<file path="src/rtl/mpuart_rx_pkg.sv">
package mpuart_rx_pkg;
   typedef enum logic [1:0] {
      MP_NONE = 2'd0,
      MP_IDLE = 2'd1,
      MP_ADDR = 2'd2
   } mp_mode_e;

   typedef enum logic [2:0] {
      ST_IDLE, ST_START, ST_DATA, ST_ADDR, ST_PAR, ST_STOP, ST_WAIT
   } rx_state_e;

   typedef struct packed {
      logic is_addr;
      logic pe;
      logic fe;
   } rx_tag_t;
endpackage

</file>
<file path="src/rtl/mpuart_rx_sync.sv">
module mpuart_rx_sync #(
   parameter int STAGES = 2
) (
   input  logic clk,
   input  logic rst_n,
   input  logic din,
   output logic dout
);
   logic [STAGES-1:0] pipe;

   if (STAGES < 2) begin : g_bad_stages
      $error("mpuart_rx_sync: STAGES must be at least 2");
   end

   for (genvar i = 0; i < STAGES; i++) begin : g_stage
      if (i == 0) begin : g_first
         always_ff @(posedge clk or negedge rst_n)
            if (!rst_n) pipe[0] <= 1'b1;
            else        pipe[0] <= din;
      end else begin : g_next
         always_ff @(posedge clk or negedge rst_n)
            if (!rst_n) pipe[i] <= 1'b1;
            else        pipe[i] <= pipe[i-1];
      end
   end

   assign dout = pipe[STAGES-1];
endmodule

</file>
<file path="src/rtl/mpuart_rx_baud.sv">
module mpuart_rx_baud #(
   parameter int DIV_W = 16
) (
   input  logic             clk,
   input  logic             rst_n,
   input  logic [DIV_W-1:0] div,
   output logic             tick
);
   logic [DIV_W-1:0] cnt;

   always_ff @(posedge clk or negedge rst_n)
      if (!rst_n)        cnt <= '0;
      else if (cnt == 0) cnt <= div;
      else               cnt <= cnt - 1'b1;

   assign tick = (cnt == 0);

   // a nonzero divisor never yields back-to-back ticks
   p_tick_spacing_r2: assert property (@(posedge clk) disable iff (!rst_n)
      (tick && div != 0) |=> !tick);
endmodule

</file>
<file path="src/rtl/mpuart_rx_frame.sv">
module mpuart_rx_frame
   import mpuart_rx_pkg::*;
#(
   parameter int MAX_BITS  = 8,
   parameter int OVS       = 16,
   parameter int IDLE_BITS = 10,
   localparam int LEN_W    = $clog2(MAX_BITS)
) (
   input  logic                clk,
   input  logic                rst_n,
   input  logic                tick,
   input  logic                rxd,
   input  logic [LEN_W-1:0]    word_len,
   input  logic                parity_en,
   input  logic                parity_odd,
   input  logic                two_stop,
   input  logic [1:0]          mp_mode,
   output logic                done,
   output logic [MAX_BITS-1:0] data,
   output rx_tag_t             tag,
   output logic                brk_pulse
);
   localparam int CNT_W      = $clog2(OVS);
   localparam int MID        = OVS / 2 - 1;
   localparam int RUN_W      = $clog2(OVS * (MAX_BITS + 6));
   localparam int IDLE_TICKS = IDLE_BITS * OVS;
   localparam int IDLE_W     = $clog2(IDLE_TICKS + 1);

   rx_state_e            state;
   logic [CNT_W-1:0]     os_cnt;
   logic [LEN_W-1:0]     bit_cnt;
   logic [MAX_BITS-1:0]  shreg;
   logic                 addr_bit, idle_flag, par_acc, pe_r, fe_r, stop_idx;
   logic [RUN_W-1:0]     run_cnt, frame_ticks;
   logic [IDLE_W-1:0]    idle_cnt;
   logic                 samp, use_addr;
   logic [LEN_W-1:0]     shamt;

   assign use_addr    = (mp_mode == MP_ADDR);
   assign samp        = tick && (os_cnt == CNT_W'(OVS - 1));
   assign frame_ticks = (RUN_W'(word_len) + RUN_W'(3) + RUN_W'(use_addr)
                         + RUN_W'(parity_en) + RUN_W'(two_stop)) * RUN_W'(OVS);
   assign shamt       = LEN_W'(MAX_BITS - 1) - word_len;
   assign data        = shreg >> shamt;

   always_comb begin
      tag.pe = pe_r;
      tag.fe = fe_r;
      case (mp_mode)
         MP_ADDR: tag.is_addr = addr_bit;
         MP_IDLE: tag.is_addr = idle_flag;
         default: tag.is_addr = 1'b0;
      endcase
   end

   // low-run (break) and high-run (idle gap) counters, in ticks
   always_ff @(posedge clk or negedge rst_n)
      if (!rst_n) begin
         run_cnt   <= '0;
         idle_cnt  <= '0;
         brk_pulse <= 1'b0;
      end else begin
         brk_pulse <= 1'b0;
         if (tick) begin
            if (!rxd) begin
               idle_cnt <= '0;
               if (run_cnt != '1) run_cnt <= run_cnt + 1'b1;
               if (run_cnt == frame_ticks - 1'b1) brk_pulse <= 1'b1;
            end else begin
               run_cnt <= '0;
               if (idle_cnt != IDLE_W'(IDLE_TICKS)) idle_cnt <= idle_cnt + 1'b1;
            end
         end
      end

   always_ff @(posedge clk or negedge rst_n)
      if (!rst_n) begin
         state     <= ST_IDLE;
         os_cnt    <= '0;
         bit_cnt   <= '0;
         shreg     <= '0;
         addr_bit  <= 1'b0;
         idle_flag <= 1'b0;
         par_acc   <= 1'b0;
         pe_r      <= 1'b0;
         fe_r      <= 1'b0;
         stop_idx  <= 1'b0;
         done      <= 1'b0;
      end else begin
         done <= 1'b0;
         if (state != ST_IDLE && state != ST_WAIT && tick)
            os_cnt <= samp ? '0 : os_cnt + 1'b1;
         case (state)
            ST_IDLE:
               if (tick && !rxd) begin
                  state     <= ST_START;
                  os_cnt    <= '0;
                  idle_flag <= (idle_cnt == IDLE_W'(IDLE_TICKS));
               end
            ST_START:
               if (tick && os_cnt == CNT_W'(MID)) begin
                  os_cnt <= '0;
                  if (rxd) state <= ST_IDLE;
                  else begin
                     state    <= ST_DATA;
                     bit_cnt  <= '0;
                     shreg    <= '0;
                     addr_bit <= 1'b0;
                     par_acc  <= 1'b0;
                     pe_r     <= 1'b0;
                     fe_r     <= 1'b0;
                     stop_idx <= 1'b0;
                  end
               end
            ST_DATA:
               if (samp) begin
                  shreg   <= {rxd, shreg[MAX_BITS-1:1]};
                  par_acc <= par_acc ^ rxd;
                  bit_cnt <= bit_cnt + 1'b1;
                  if (bit_cnt == word_len)
                     state <= use_addr ? ST_ADDR : (parity_en ? ST_PAR : ST_STOP);
               end
            ST_ADDR:
               if (samp) begin
                  addr_bit <= rxd;
                  par_acc  <= par_acc ^ rxd;
                  state    <= parity_en ? ST_PAR : ST_STOP;
               end
            ST_PAR:
               if (samp) begin
                  pe_r  <= par_acc ^ rxd ^ parity_odd;
                  state <= ST_STOP;
               end
            ST_STOP:
               if (samp) begin
                  if (!rxd) begin
                     fe_r  <= 1'b1;
                     done  <= 1'b1;
                     state <= ST_WAIT;
                  end else if (two_stop && !stop_idx) begin
                     stop_idx <= 1'b1;
                  end else begin
                     done  <= 1'b1;
                     state <= ST_IDLE;
                  end
               end
            ST_WAIT:
               if (rxd) state <= ST_IDLE;
            default: state <= ST_IDLE;
         endcase
      end

   // frame progress only advances on a sampling tick
   p_state_on_tick_r2: assert property (@(posedge clk) disable iff (!rst_n)
      (state != $past(state) && $past(state) != ST_WAIT) |-> $past(tick));
   // a word reported with a framing error leaves the receiver waiting for high
   p_fe_waits_r4: assert property (@(posedge clk) disable iff (!rst_n)
      (done && tag.fe) |-> state == ST_WAIT);
   // a word is delivered as a single-cycle pulse
   p_done_pulse_r1: assert property (@(posedge clk) disable iff (!rst_n)
      done |=> !done);
endmodule

</file>
<file path="src/rtl/mpuart_rx_hold.sv">
module mpuart_rx_hold
   import mpuart_rx_pkg::*;
#(
   parameter int MAX_BITS = 8
) (
   input  logic                clk,
   input  logic                rst_n,
   input  logic                done,
   input  logic [MAX_BITS-1:0] data_in,
   input  rx_tag_t             tag,
   input  logic                brk_pulse,
   input  logic [1:0]          mp_mode,
   input  logic                sleep,
   input  logic                rd,
   output logic [MAX_BITS-1:0] data,
   output logic                is_addr,
   output logic                ready,
   output logic                pe,
   output logic                fe,
   output logic                oe,
   output logic                brk
);
   logic wake_on, accept;

   assign wake_on = (mp_mode == MP_IDLE) || (mp_mode == MP_ADDR);
   assign accept  = done && (!wake_on || !sleep || tag.is_addr);

   always_ff @(posedge clk or negedge rst_n)
      if (!rst_n) begin
         data    <= '0;
         is_addr <= 1'b0;
         ready   <= 1'b0;
         pe      <= 1'b0;
         fe      <= 1'b0;
         oe      <= 1'b0;
         brk     <= 1'b0;
      end else begin
         if (rd) begin
            ready <= 1'b0;
            pe    <= 1'b0;
            fe    <= 1'b0;
            oe    <= 1'b0;
            brk   <= 1'b0;
         end
         if (brk_pulse) brk <= 1'b1;
         if (accept) begin
            data    <= data_in;
            is_addr <= tag.is_addr;
            pe      <= tag.pe;
            fe      <= tag.fe;
            ready   <= 1'b1;
            if (ready && !rd) oe <= 1'b1;
         end
      end

   // ready only rises when a word has just completed
   p_ready_from_word_r5: assert property (@(posedge clk) disable iff (!rst_n)
      $rose(ready) |-> $past(done));
   // a read with no new word empties the holding register
   p_read_clears_r5: assert property (@(posedge clk) disable iff (!rst_n)
      (rd && !done) |=> !ready);
   // an overrun always coexists with an unread word
   p_overrun_held_r6: assert property (@(posedge clk) disable iff (!rst_n)
      oe |-> ready);
   // a discarded word leaves the holding register untouched
   p_sleep_drop_r12: assert property (@(posedge clk) disable iff (!rst_n)
      (done && wake_on && sleep && !tag.is_addr && !rd && !brk_pulse)
      |=> ($stable(ready) && $stable(data) && $stable(pe) && $stable(fe) && $stable(oe)));
endmodule

</file>
<file path="src/rtl/mpuart_rx.sv">
module mpuart_rx
   import mpuart_rx_pkg::*;
#(
   parameter int MAX_BITS    = 8,
   parameter int OVS         = 16,
   parameter int DIV_W       = 16,
   parameter int SYNC_STAGES = 2,
   parameter int IDLE_BITS   = 10,
   localparam int LEN_W      = $clog2(MAX_BITS),
   localparam int HALF_W     = DIV_W / 2
) (
   input  logic                clk,
   input  logic                rst_n,
   input  logic                rxd,
   input  logic [HALF_W-1:0]   baud_hi,
   input  logic [HALF_W-1:0]   baud_lo,
   input  logic [LEN_W-1:0]    word_len,
   input  logic                parity_en,
   input  logic                parity_odd,
   input  logic                two_stop,
   input  logic [1:0]          mp_mode,
   input  logic                sleep,
   input  logic                rx_irq_en,
   input  logic                rd,
   output logic [MAX_BITS-1:0] rx_data,
   output logic                rx_addr,
   output logic                rx_ready,
   output logic                parity_err,
   output logic                frame_err,
   output logic                overrun_err,
   output logic                break_det,
   output logic                rx_error,
   output logic                rx_irq
);
   if (MAX_BITS < 2 || MAX_BITS != (1 << LEN_W)) begin : g_bad_bits
      $error("mpuart_rx: MAX_BITS must be a power of two, at least 2");
   end
   if (OVS < 4 || OVS != (1 << $clog2(OVS))) begin : g_bad_ovs
      $error("mpuart_rx: OVS must be a power of two, at least 4");
   end
   if (DIV_W % 2 != 0) begin : g_bad_div
      $error("mpuart_rx: DIV_W must be even");
   end

   logic                rxd_s, tick, done, brk_pulse;
   logic [MAX_BITS-1:0] word;
   rx_tag_t             tag;

   mpuart_rx_sync #(.STAGES(SYNC_STAGES)) u_sync (
      .clk(clk), .rst_n(rst_n), .din(rxd), .dout(rxd_s));

   mpuart_rx_baud #(.DIV_W(DIV_W)) u_baud (
      .clk(clk), .rst_n(rst_n), .div({baud_hi, baud_lo}), .tick(tick));

   mpuart_rx_frame #(.MAX_BITS(MAX_BITS), .OVS(OVS), .IDLE_BITS(IDLE_BITS)) u_frame (
      .clk(clk), .rst_n(rst_n), .tick(tick), .rxd(rxd_s), .word_len(word_len),
      .parity_en(parity_en), .parity_odd(parity_odd), .two_stop(two_stop),
      .mp_mode(mp_mode), .done(done), .data(word), .tag(tag), .brk_pulse(brk_pulse));

   mpuart_rx_hold #(.MAX_BITS(MAX_BITS)) u_hold (
      .clk(clk), .rst_n(rst_n), .done(done), .data_in(word), .tag(tag),
      .brk_pulse(brk_pulse), .mp_mode(mp_mode), .sleep(sleep), .rd(rd),
      .data(rx_data), .is_addr(rx_addr), .ready(rx_ready), .pe(parity_err),
      .fe(frame_err), .oe(overrun_err), .brk(break_det));

   assign rx_error = parity_err | frame_err | overrun_err | break_det;
   assign rx_irq   = break_det | (rx_irq_en & (rx_ready | rx_error));

   // a break always reaches the interrupt output
   p_break_irq_r9: assert property (@(posedge clk) disable iff (!rst_n)
      break_det |-> rx_irq);
   // break is raised by the line low-run, never by a read
   p_break_source_r7: assert property (@(posedge clk) disable iff (!rst_n)
      $rose(break_det) |-> $past(brk_pulse));
endmodule

</file>
<file path="config.mk">
export PLATFORM = sky130hd
export DESIGN_NAME = mpuart_rx
export DESIGN_NICKNAME = d
export VERILOG_FILES = /design/src/rtl/mpuart_rx_pkg.sv /design/src/rtl/mpuart_rx_sync.sv /design/src/rtl/mpuart_rx_baud.sv /design/src/rtl/mpuart_rx_frame.sv /design/src/rtl/mpuart_rx_hold.sv /design/src/rtl/mpuart_rx.sv
export SDC_FILE = /design/constraint.sdc
export NUM_CORES = 1
export LEC_CHECK = 0
export CAP_MARGIN = 40
export CORE_MARGIN = 10
export CORE_UTILIZATION = 33
export CTS_CLUSTER_SIZE = 16
export DETAILED_ROUTE_END_ITERATION = 7
export GPL_TIMING_DRIVEN = 0
export PLACE_DENSITY = 0.55
export SLEW_MARGIN = 20
export SYNTH_ARGS = -nofsm -noshare
export SYNTH_HDL_FRONTEND = slang
export SYNTH_HIERARCHICAL = 1
export SYNTH_SLANG_ARGS = --single-unit
</file>
<file path="constraint.sdc">
create_clock -name clk -period 4.7 [get_ports clk]
set_input_delay 1.41 -clock clk [delete_from_list [all_inputs] [get_ports clk]]
set_output_delay 1.41 -clock clk [all_outputs]
set_load 0.05 [all_outputs]
</file>
**After elaboration in Yosys (flattened, before gate mapping)**

Cells that the tools add are included.

- Bits of input ports: 30
- RAM bits: 0
- Bits in latches: 0
- Bits in read-only memories: 0
- Memories: 0
- Register bits after elaboration: 74
- Word-level logic and storage cells: 176

- Magnitude comparators: 0
- Add/subtract/negate cells: 11
- Muxes and demuxes: 63
- Multipliers: 0
- Divide/modulo/power cells: 0
- Reductions and logical operators: 38
- Shift-type cells: 1
- Bitwise operators: 8
- Equality and inequality tests: 31

Operator list:

| operator | number |
|---|---|
| 2-to-1 mux 8 bit | 7 |
| 2-to-1 mux 3 bit | 14 |
| 2-to-1 mux 1 bit | 26 |
| case mux 3 bit (7 select lines) | 1 |
| inequality test 2 x 1 -> 1 bit (second input constant) | 10 |
| adder 8 x 1 -> 8 bit (second input constant) | 2 |
| zero test 16 bit | 1 |
| 2-to-1 mux 16 bit | 1 |
| 2-to-1 mux 4 bit | 4 |
| inequality test 8 bit (second input constant) | 2 |
| case mux 8 bit (2 select lines) | 1 |
| AND reduction 4 bit | 4 |
| nonzero test 2 bit | 8 |
| subtractor 16 x 1 -> 16 bit (second input constant) | 1 |
| adder 4 x 1 -> 4 bit | 3 |
| case mux 1 bit (2 select lines) | 6 |
| equality test 3 bit (second input constant) | 3 |
| AND reduction 9 bit | 1 |
| equality test 8 bit | 1 |
| equality test 8 bit (second input constant) | 1 |
| logical AND 1 bit | 8 |
| inequality test 2 bit (second input constant) | 4 |
| case mux 4 bit (2 select lines) | 1 |
| >> shifter 8 x 3 -> 8 bit | 1 |
| other kinds (26) | 41 |

**Logic depth before layout (Yosys ltp)**

Gate-level depths: netlist (run 1).

- Depth in word-level cells: 9
- Gate-level depth with buffers: 12
- Depth with buffers taken out: 11

**Hierarchy**

The synthesis (run 1) kept the hierarchy.

Modules (own cells, without submodules):

| module | times used | area an instance (µm²) | cells an instance |
|---|---|---|---|
| mpuart_rx_frame | 1 | 2890.3 | 309 |
| mpuart_rx_baud | 1 | 935.9 | 102 |
| mpuart_rx_hold | 1 | 586.8 | 38 |
| mpuart_rx_sync | 1 | 52.6 | 2 |
| mpuart_rx | 1 | 22.5 | 3 |

**Worst setup path after synthesis (run 1)**

Ideal clock, no wire load.

- Path type: input port to flip-flop
- Start point: in word_len[0]
- End point: reg u_frame.brk_pulse
- Required time: 4.595 ns
- Stages on the path: 11
- Arrival time: 3.556 ns
- Setup slack: 1.039 ns
- Cell sequence: buf_6 -> inv_1 -> ha_1 -> xnor2_1 -> ha_1 -> nor2_1 -> fa_1 -> ha_1 -> xor2_1 -> nand4_1 -> nor4b_1

- Longest elaborated chain between the ends: 9

RTL lines:

| what | RTL line | RTL |
|---|---|---|
| start, declared | mpuart_rx.sv:17 | `input logic [LEN_W-1:0] word_len,` |
| adder 3 x 2 -> 4 bit | mpuart_rx_frame.sv:41 | `assign frame_ticks = (RUN_W'(word_len) + RUN_W'(3) + RUN_W'(use_addr)` |
| adder 4 x 1 -> 4 bit | mpuart_rx_frame.sv:41 |  |
| adder 4 x 1 -> 4 bit (2 in series) | mpuart_rx_frame.sv:42 | `+ RUN_W'(parity_en) + RUN_W'(two_stop)) * RUN_W'(OVS);` |
| subtractor 8 x 1 -> 8 bit | mpuart_rx_frame.sv:68 | `if (run_cnt == frame_ticks - 1'b1) brk_pulse <= 1'b1;` |
| equality test 8 bit | mpuart_rx_frame.sv:68 |  |
| 2-to-1 mux 1 bit | mpuart_rx_frame.sv:68 |  |
| 2-to-1 mux 1 bit | mpuart_rx_frame.sv:65 | `if (!rxd) begin` |
| 2-to-1 mux 1 bit | mpuart_rx_frame.sv:64 | `if (tick) begin` |
| end signal, assigned | mpuart_rx_frame.sv:61 | `brk_pulse <= 1'b0;` |
| end signal, assigned | mpuart_rx_frame.sv:63 | `brk_pulse <= 1'b0;` |
| end signal, assigned | mpuart_rx_frame.sv:68 |  |
| end, declared | mpuart_rx_frame.sv:21 | `output logic brk_pulse` |

Every way passes these cells.
A chain may end at the register's enable or synchronous reset.

**Worst setup path after layout (run 1)**

- Start point: in rx_irq_en
- End point: out rx_irq

- Longest elaborated chain between the ends: 2

RTL lines:

| what | RTL line | RTL |
|---|---|---|
| start, declared | mpuart_rx.sv:23 | `input logic rx_irq_en,` |
| bitwise AND 1 bit | mpuart_rx.sv:67 | `assign rx_irq = break_det \| (rx_irq_en & (rx_ready \| rx_error));` |
| OR 1 bit | mpuart_rx.sv:67 |  |
| end, declared | mpuart_rx.sv:33 | `output logic rx_irq` |

Every way passes these cells.

==> flow_metrics.tcl, run 1 <==
set metrics [dict create \
    post_cts_resized 0 \
    num-nets-final 556 \
    crit_path_start_kind "input pin" \
    synth_largest_area_cell "dfrtp_1" \
    diodes 0 \
    htree_num_levels 3 \
    yosysWarningCount 6 \
    postSynthRegisterBits 74 \
    seq_area_frac_synth_pct 41.32 \
    hold_class "flop to flop" \
    synth_area_per_cell_um2 9.886 \
    timing.critical_path.buf_inv 2 \
    number_of_antenna_violations_at_the_first_check_in_global_routing 0 \
    buffer_depth_of_the_longest_clock_path 2 \
    post-route-util_pct 41.26 \
    post_detail_place_hpwl_mm 7.453 \
    routedWlPerCell_um 14.41 \
    intPower_mw 1.412 \
    non_filler_instance_count_after_layout 691 \
    synth.cell_area_um2 4488 \
    cts_buffers 9 \
    ir_drop_mv 0.1785 \
    clkSinkCount 74 \
    syn_nets 500 \
    combinationalPowerShare_pct 25.3 \
    ant_nets 0 \
    p_per_area_nw_per_um2 370.6 \
    synthTopCellsByArea "dfrtp_1 (40%), a21oi_1 (4.5%), ha_1 (4.2%), nor2_1 (3.9%), xor2_1 (3.5%)" \
    dpl.cell_count 675 \
    worst_slack_at_placement_ns 0.4617 \
    floorplan.initialDensity_pct 33.76 \
    port_buffers 44 \
    worst_setup_path_end_kind "output port" \
    ctsRootBufferMaster "clkbuf_16" \
    first_global_vias 3412 \
    drt_pass1_iterations 4 \
    status "completed" \
    post_synth_num_cell_types 75 \
    rows 42 \
    tightest_slew_ns 0.7137 \
    timing.max_slew.rel_slack_pct 51.75 \
    crit_chain "clkdlybuf4s50_1, o41ai_1, nand2b_1, clkdlybuf4s50_1" \
    ff_to_ff_setup_slack_ns 1.52 \
    pin_count 46 \
    drt-total-wl_mm 9.960 \
    gpl.final_weighted_congestion 0.8300 \
    cp_max_fo 1 \
    synthArstFlopShare_pct 100.0 \
    cellLeakagePower_nw 2.398 \
    grt.overflow.total 0 \
    max-cap-violations 0 \
    grt_max_degree 44 \
    timing_worst_setup_path_type "input pin to output port" \
    post-cts-setup-buffers 0 \
    synthesis.instances 454 \
    setup_violations 0 \
    timing.final.ws_setup_ns 0.4870 \
    net_switching_power_of_the_design_uw 621.1 \
    placeableCoreArea_um2 13300 \
    dieWidth_um 136.6 \
    floorplan.die_area_um2 18670 \
    vias_per_cell 4.984 \
    yosys_most_used_dff "dfrtp_1" \
    period_utilisation_layout_pct 89.64 \
    share_clk_of_total_power_pct 36.3 \
    power_frac_seq_pct 38.3 \
    final_period_demand_of_the_worst_path_ns 4.213 \
    holdBufCountCts 0 \
    drc_errors 0 \
    chipHeight_um 136.6 \
    detailroute.via_count 3444 \
    swShare_pct 30.55 \
    arrival_ns 2.80 \
    achievable-frequency_mhz 237.4 \
    maxSlewViolCount 0 \
    setup_repair_after_global_routing_missed_its_margin "false" \
    clock-skew-final_ns 0.01035 \
    longest_individual_stage_delay_on_the_worst_path_ns 0.80 \
    grt_pass1_wl_mm 16.65 \
    final-hold-violation-count 0 \
    grt_util_all_layers_pct 11.10 \
    tritoncts_clock_tree "yes" \
    final_hold_slack_ns 0.3540 \
    post_route_cells_drive_above_1_share_pct 14.17 \
    insertion_delay_ns 0.34 \
    cpLargestDelayFamily "buffers and inverters" \
    detailed_router_s_first_iteration_violation_count 269 \
    critPathSlowestCell "clkdlybuf4s50_1" \
    clk_transition_reported_paths_ns 0.06 \
    post-synth-top-area-fraction_pct 40.14 \
    path_common_cell "clkdlybuf4s50_1" \
    synth_edf_count 0 \
    critical_path_required_ns 3.29 \
    area_grow_syn2layout_pct 22.22 \
]
## cell usage in the layout, fill, tap and decap left out, types with 4 or more instances in the layout
master	netlist	final
buf_6	8	8
o22ai_1	5	5
nor2b_1	9	9
xor2_1	18	18
mux2_2	5	5
nor3_1	6	6
nor2_1	47	47
mux2i_1	7	7
o31ai_1	5	5
clkdlybuf4s50_1	0	43
buf_4	3	4
dfrtp_1	72	72
a21oi_1	40	40
nor4_1	4	4
inv_1	27	27
buf_2	5	5
clkbuf_16	0	9
nand3_1	13	13
nand2_1	24	24
nand2b_1	5	5
and3_1	6	6
xnor2_1	14	14
mux2_4	8	8
nand4_1	6	6
mux2_1	4	4
ha_1	15	15
o21ai_0	17	17
clkbuf_1	3	4
a22o_1	8	8
## kinds of logic (layout without fill, tap and decap cells)
group | Yosys count | count (layout) | synth area share, %
xor gates and xnor gates | 32 | 32 | 6.245
muxes | 25 | 25 | 6.997
DFF | 74 | 74 | 41.32
AOI/OAI and AO/OA | 106 | 106 | 15.67
adders and majority gates | 16 | 16 | 4.628
and+or+nand+nor | 149 | 149 | 18.32
buffers and inverters | 52 | 113 | 6.830
## metal layers
layer,wire length [um],share of wire (%),vias up,GRT usage (%)
met5,0,0,-,0
met4,125,1.3,0,3.432
met3,475,4.8,11,3.592
met2,4595,46,60,17.41
met1,4763,48,1650,14.17
li1,-,-,1723,-
## worst reg2reg max path: stages, from the launching register on
cell and delay (ns):
dfrtp_1 0.45, nor4_4 0.59, nand4b_1 0.23, nand2b_4 0.21, buf_2 0.23, inv_1 0.21
nor2b_1 0.15, buf_2 0.22, a21oi_1 0.13, a22oi_4 0.22, a2bb2oi_2 0.09, mux2_1 0.32
## final timing paths
path | cells past startpoint | startpoint | end
worst min register to register | 0 | u_sync/pipe[0] | u_sync/dout
worst max-delay path | 4 | rx_irq_en | rx_irq
worst min-delay path | 0 | u_sync/pipe[0] | u_sync/dout
max in group asynchronous | 2 | rst_n | u_hold/data[2]
worst max register to register | 11 | u_baud/cnt[2] | u_frame/state[2]
min in group asynchronous | 1 | rst_n | u_frame/idle_cnt[7]
## metrics by stage
stage / total power, mW / cell area [um^2] / setup TNS (ns)
floorplan: 1.172 / 4488 / 0
global placement: 1.295 / 5149 / -39.53
detailed placement: 1.306 / 5166 / 0
CTS: 2.061 / 5485 / 0
global route: 2.161 / 5485 / 0
finish: 2.033 / 5485 / 0
## layout make-up
class / count / area, um^2
Fill cell: 1287 / 7810
Multi-Input combinational cell: 328 / 2327
Sequential cell: 74 / 1854
Timing Repair Buffer: 45 / 457.9
Clock buffer: 10 / 229.0
Tap cell: 176 / 220.2
Buffer: 24 / 201.4
Inverter: 28 / 105.1
Clock inverter: 6 / 90.09
## registers in the layout, indices dropped and copies added, names as in the netlist, 3 cells and up
register,cells
u_baud/cnt,16
u_frame/idle_cnt,8
u_frame/run_cnt,8
u_frame/shreg,8
u_hold/data,8
u_frame/os_cnt,4
u_frame/bit_cnt,3
u_frame/state,3
## synthesized netlist by cell type (8+ instances only)
master,n
inv_1,27
a22o_1,8
nand2_1,24
xor2_1,18
dfrtp_1,72
buf_6,8
mux2_4,8
o21ai_0,17
xnor2_1,14
nor2b_1,9
nor2_1,47
a21oi_1,40
ha_1,15
nand3_1,13
## power by group through the flow
stage               combinational (mW)  sequential, mW  clock (mW)
finish                           0.515           0.779       0.739
global route                     0.574           0.788       0.799
CTS                              0.517           0.778       0.765
detailed placement               0.516           0.790           0
global placement                 0.509           0.786           0
floorplan                        0.396           0.776           0
No activity file was read; power rests on OpenSTA's default activity.
==> inputs of run 2 (changes only) <==
--- a/config.mk
+++ b/config.mk
@@ -7,11 +7,11 @@
 export LEC_CHECK = 0
 export CAP_MARGIN = 40
 export CORE_MARGIN = 10
-export CORE_UTILIZATION = 33
+export CORE_UTILIZATION = 60
 export CTS_CLUSTER_SIZE = 16
 export DETAILED_ROUTE_END_ITERATION = 7
 export GPL_TIMING_DRIVEN = 0
-export PLACE_DENSITY = 0.55
+export PLACE_DENSITY = 0.88
 export SLEW_MARGIN = 20
 export SYNTH_ARGS = -nofsm -noshare
 export SYNTH_HDL_FRONTEND = slang
==> run 2 against run 1 <==
  * Clock-buffer cell count rose by 2
  * Flip-flop and latch count is the same
  * Utilization up 32 points
  * Hold slack improved by 0.0039 ns
  * Register-to-register slack better by 0.03 ns
  * Largest power group unchanged
==> flow_metrics.tcl, run 2 (same netlist as run 1, synthesis figures left out) <==
set metrics [dict create \
    ff_to_ff_setup_slack_ns 1.55 \
    registers.top_by_ff_count "u_baud/cnt" \
    timing.critical_path.buf_inv 2 \
    ff2ff_path_depth 11 \
    critPathSlowestCell "clkdlybuf4s50_1" \
    status "completed" \
    chipHeight_um 106.5 \
    clk_transition_reported_paths_ns 0.07 \
    cpLargestDelayFamily "buffers and inverters" \
    ant_nets 0 \
    cellLeakagePower_nw 2.346 \
    ctsRootBufferMaster "clkbuf_8" \
    cp_max_fo 1 \
    vias_per_cell 5.951 \
    insertion_delay_ns 0.36 \
    reg2reg_to "u_frame/state[0]" \
    min_to "u_sync/dout" \
    crit_path_start_kind "input pin" \
    maxSlewViolCount 0 \
    swShare_pct 33.11 \
    tritoncts_clock_tree "yes" \
    most_frequent_cells_in_the_layout "dfrtp_1 (72), nor2_1 (47), clkdlybuf4s50_1 (43)" \
    rows 31 \
    grt_util_all_layers_pct 19.37 \
    power_frac_seq_pct 42.9 \
    num-nets-final 556 \
    pin_count 46 \
    post-cts-setup-buffers 0 \
    setup_repair_after_global_routing_missed_its_margin "false" \
    final_common_cell "dfrtp_1" \
    placeableCoreArea_um2 7253 \
    p_per_area_nw_per_um2 344.9 \
    path_common_cell "clkdlybuf4s50_1" \
    grt_pass1_wl_mm 17.88 \
    hold_path_depth 0 \
    grt_max_degree 59 \
    worst_slack_at_placement_ns 0.4782 \
    worstHoldStart "u_sync/pipe[0]" \
    achievable-frequency_mhz 237.4 \
    post_cts_resized 0 \
    non_filler_cell_area_final_um2 5283 \
    holdBufCountCts 0 \
    grt.overflow.total 0 \
    critical_path_required_ns 3.29 \
    final_period_demand_of_the_worst_path_ns 4.213 \
    drt_pass1_iterations 4 \
    floorplan.die_area_um2 11340 \
    combinationalPowerShare_pct 29.3 \
    totalNegativeSetupSlack_ns 0 \
    number_of_antenna_violations_at_the_first_check_in_global_routing 0 \
    tightest_slew_ns 0.7078 \
    place_area_um2 5077 \
    arrival_ns 2.80 \
    port_buffers 44 \
    intPower_mw 1.219 \
    ir_drop_mv 0.2752 \
    detailed_router_s_first_iteration_violation_count 255 \
    first_global_vias 3787 \
    routedWlPerCell_um 16.99 \
    floorplan.initialDensity_pct 61.88 \
    crit_chain "clkdlybuf4s50_1, o41ai_1, nand2b_1, clkdlybuf4s50_1" \
    net_switching_power_of_the_design_uw 603.4 \
    worst_setup_path_end_kind "output port" \
    largest_register_ffs 16 \
    setup_violations 0 \
    max-cap-violations 0 \
    htree_num_levels 3 \
    area_grow_syn2layout_pct 17.70 \
    dieWidth_um 106.5 \
    final_hold_slack_ns 0.3579 \
    clkSinkCount 74 \
    buffer_depth_of_the_longest_clock_path 2 \
    gpl.final_weighted_congestion 0.9075 \
    num-fill-cells 516 \
    final-hold-violation-count 0 \
    drc_errors 0 \
    critical_path.reg2reg.startpoint "u_baud/cnt[2]" \
    post-route-util_pct 72.83 \
    clock-skew-final_ns 0.01298 \
    longest_individual_stage_delay_on_the_worst_path_ns 0.80 \
    timing.max_slew.rel_slack_pct 52.15 \
    cts_buffers 9 \
    period_utilisation_layout_pct 89.63 \
    timing_worst_setup_path_type "input pin to output port" \
    hold_class "flop to flop" \
    post_route_cells_drive_above_1_share_pct 14.17 \
    detailroute.via_count 3654 \
    post_detail_place_hpwl_mm 7.604 \
    timing.final.ws_setup_ns 0.4872 \
    share_clk_of_total_power_pct 27.9 \
    drt-total-wl_mm 10.43 \
    diodes 0 \
]
==> run 2: worst register-to-register path, stage by stage (launching register included) <==
cell,delay [ns]
dfrtp_1,0.46
nor4_4,0.58
nand4b_1,0.22
nand2b_4,0.21
buf_2,0.22
inv_1,0.20
nor2b_1,0.15
buf_2,0.22
a21oi_1,0.14
a22oi_4,0.24
a2bb2oi_2,0.10
mux2_1,0.31
==> run 2: how the worst max path moves through the flow <==
stage,slack [ns],from,endpoint,depth (start not counted)
finish,0.49,rx_irq_en,rx_irq,4
global route,0.43,rx_irq_en,rx_irq,4
CTS,0.48,rx_irq_en,rx_irq,4
detailed placement,0.48,rx_irq_en,rx_irq,4
global placement,-0.28,rst_n,u_hold/data[1],1
floorplan,1.04,word_len[0],u_frame/brk_pulse,11
==> run 2: metal layers <==
metal  track usage, %  part of all wire (%)
met5                0                     0
met3            5.857                   5.4
met2            32.46                    51
met1            22.46                    42
met4            8.414                   2.3
==> run 2: metrics by stage <==
stage | power [mW] | cells
final | 1.822 | 614
after global routing | 1.925 | 614
after global placement | 1.279 | 597
after CTS | 1.826 | 614
after detailed placement | 1.310 | 598
after floorplan | 1.172 | 454
==> run 2: power groups by stage <==
stage                     clock [mW]  sequential, mW  combinational (mW)
after floorplan                    0           0.776               0.396
after detailed placement           0           0.791               0.520
after CTS                      0.521           0.780               0.525
after global routing           0.550           0.791               0.585
after global placement             0           0.785               0.494
final                          0.508           0.781               0.533
==> run 2: area by class of cell <==
cell class | count | area (um^2) | share of cell area (%)
flip-flops and latches | 74 | 1854 | 35.10
well taps | 99 | 123.9 | 2.345
multi-input cells | 328 | 2327 | 44.05
clock inverters | 4 | 50.05 | 0.9474
clock buffers | 12 | 155.1 | 2.937
repair buffers | 45 | 465.4 | 8.811
inverters | 28 | 105.1 | 1.990
plain buffers | 24 | 201.4 | 3.813
==> inputs of run 3 (changes only) <==
--- a/config.mk
+++ b/config.mk
@@ -5,6 +5,7 @@
 export SDC_FILE = /design/constraint.sdc
 export NUM_CORES = 1
 export LEC_CHECK = 0
+export ABC_CLOCK_PERIOD_IN_PS = 4700
 export CAP_MARGIN = 40
 export CORE_MARGIN = 10
 export CORE_UTILIZATION = 60
==> results of run 3 <==
No change in the layout: final DEF, timing and power equal those of run 2.
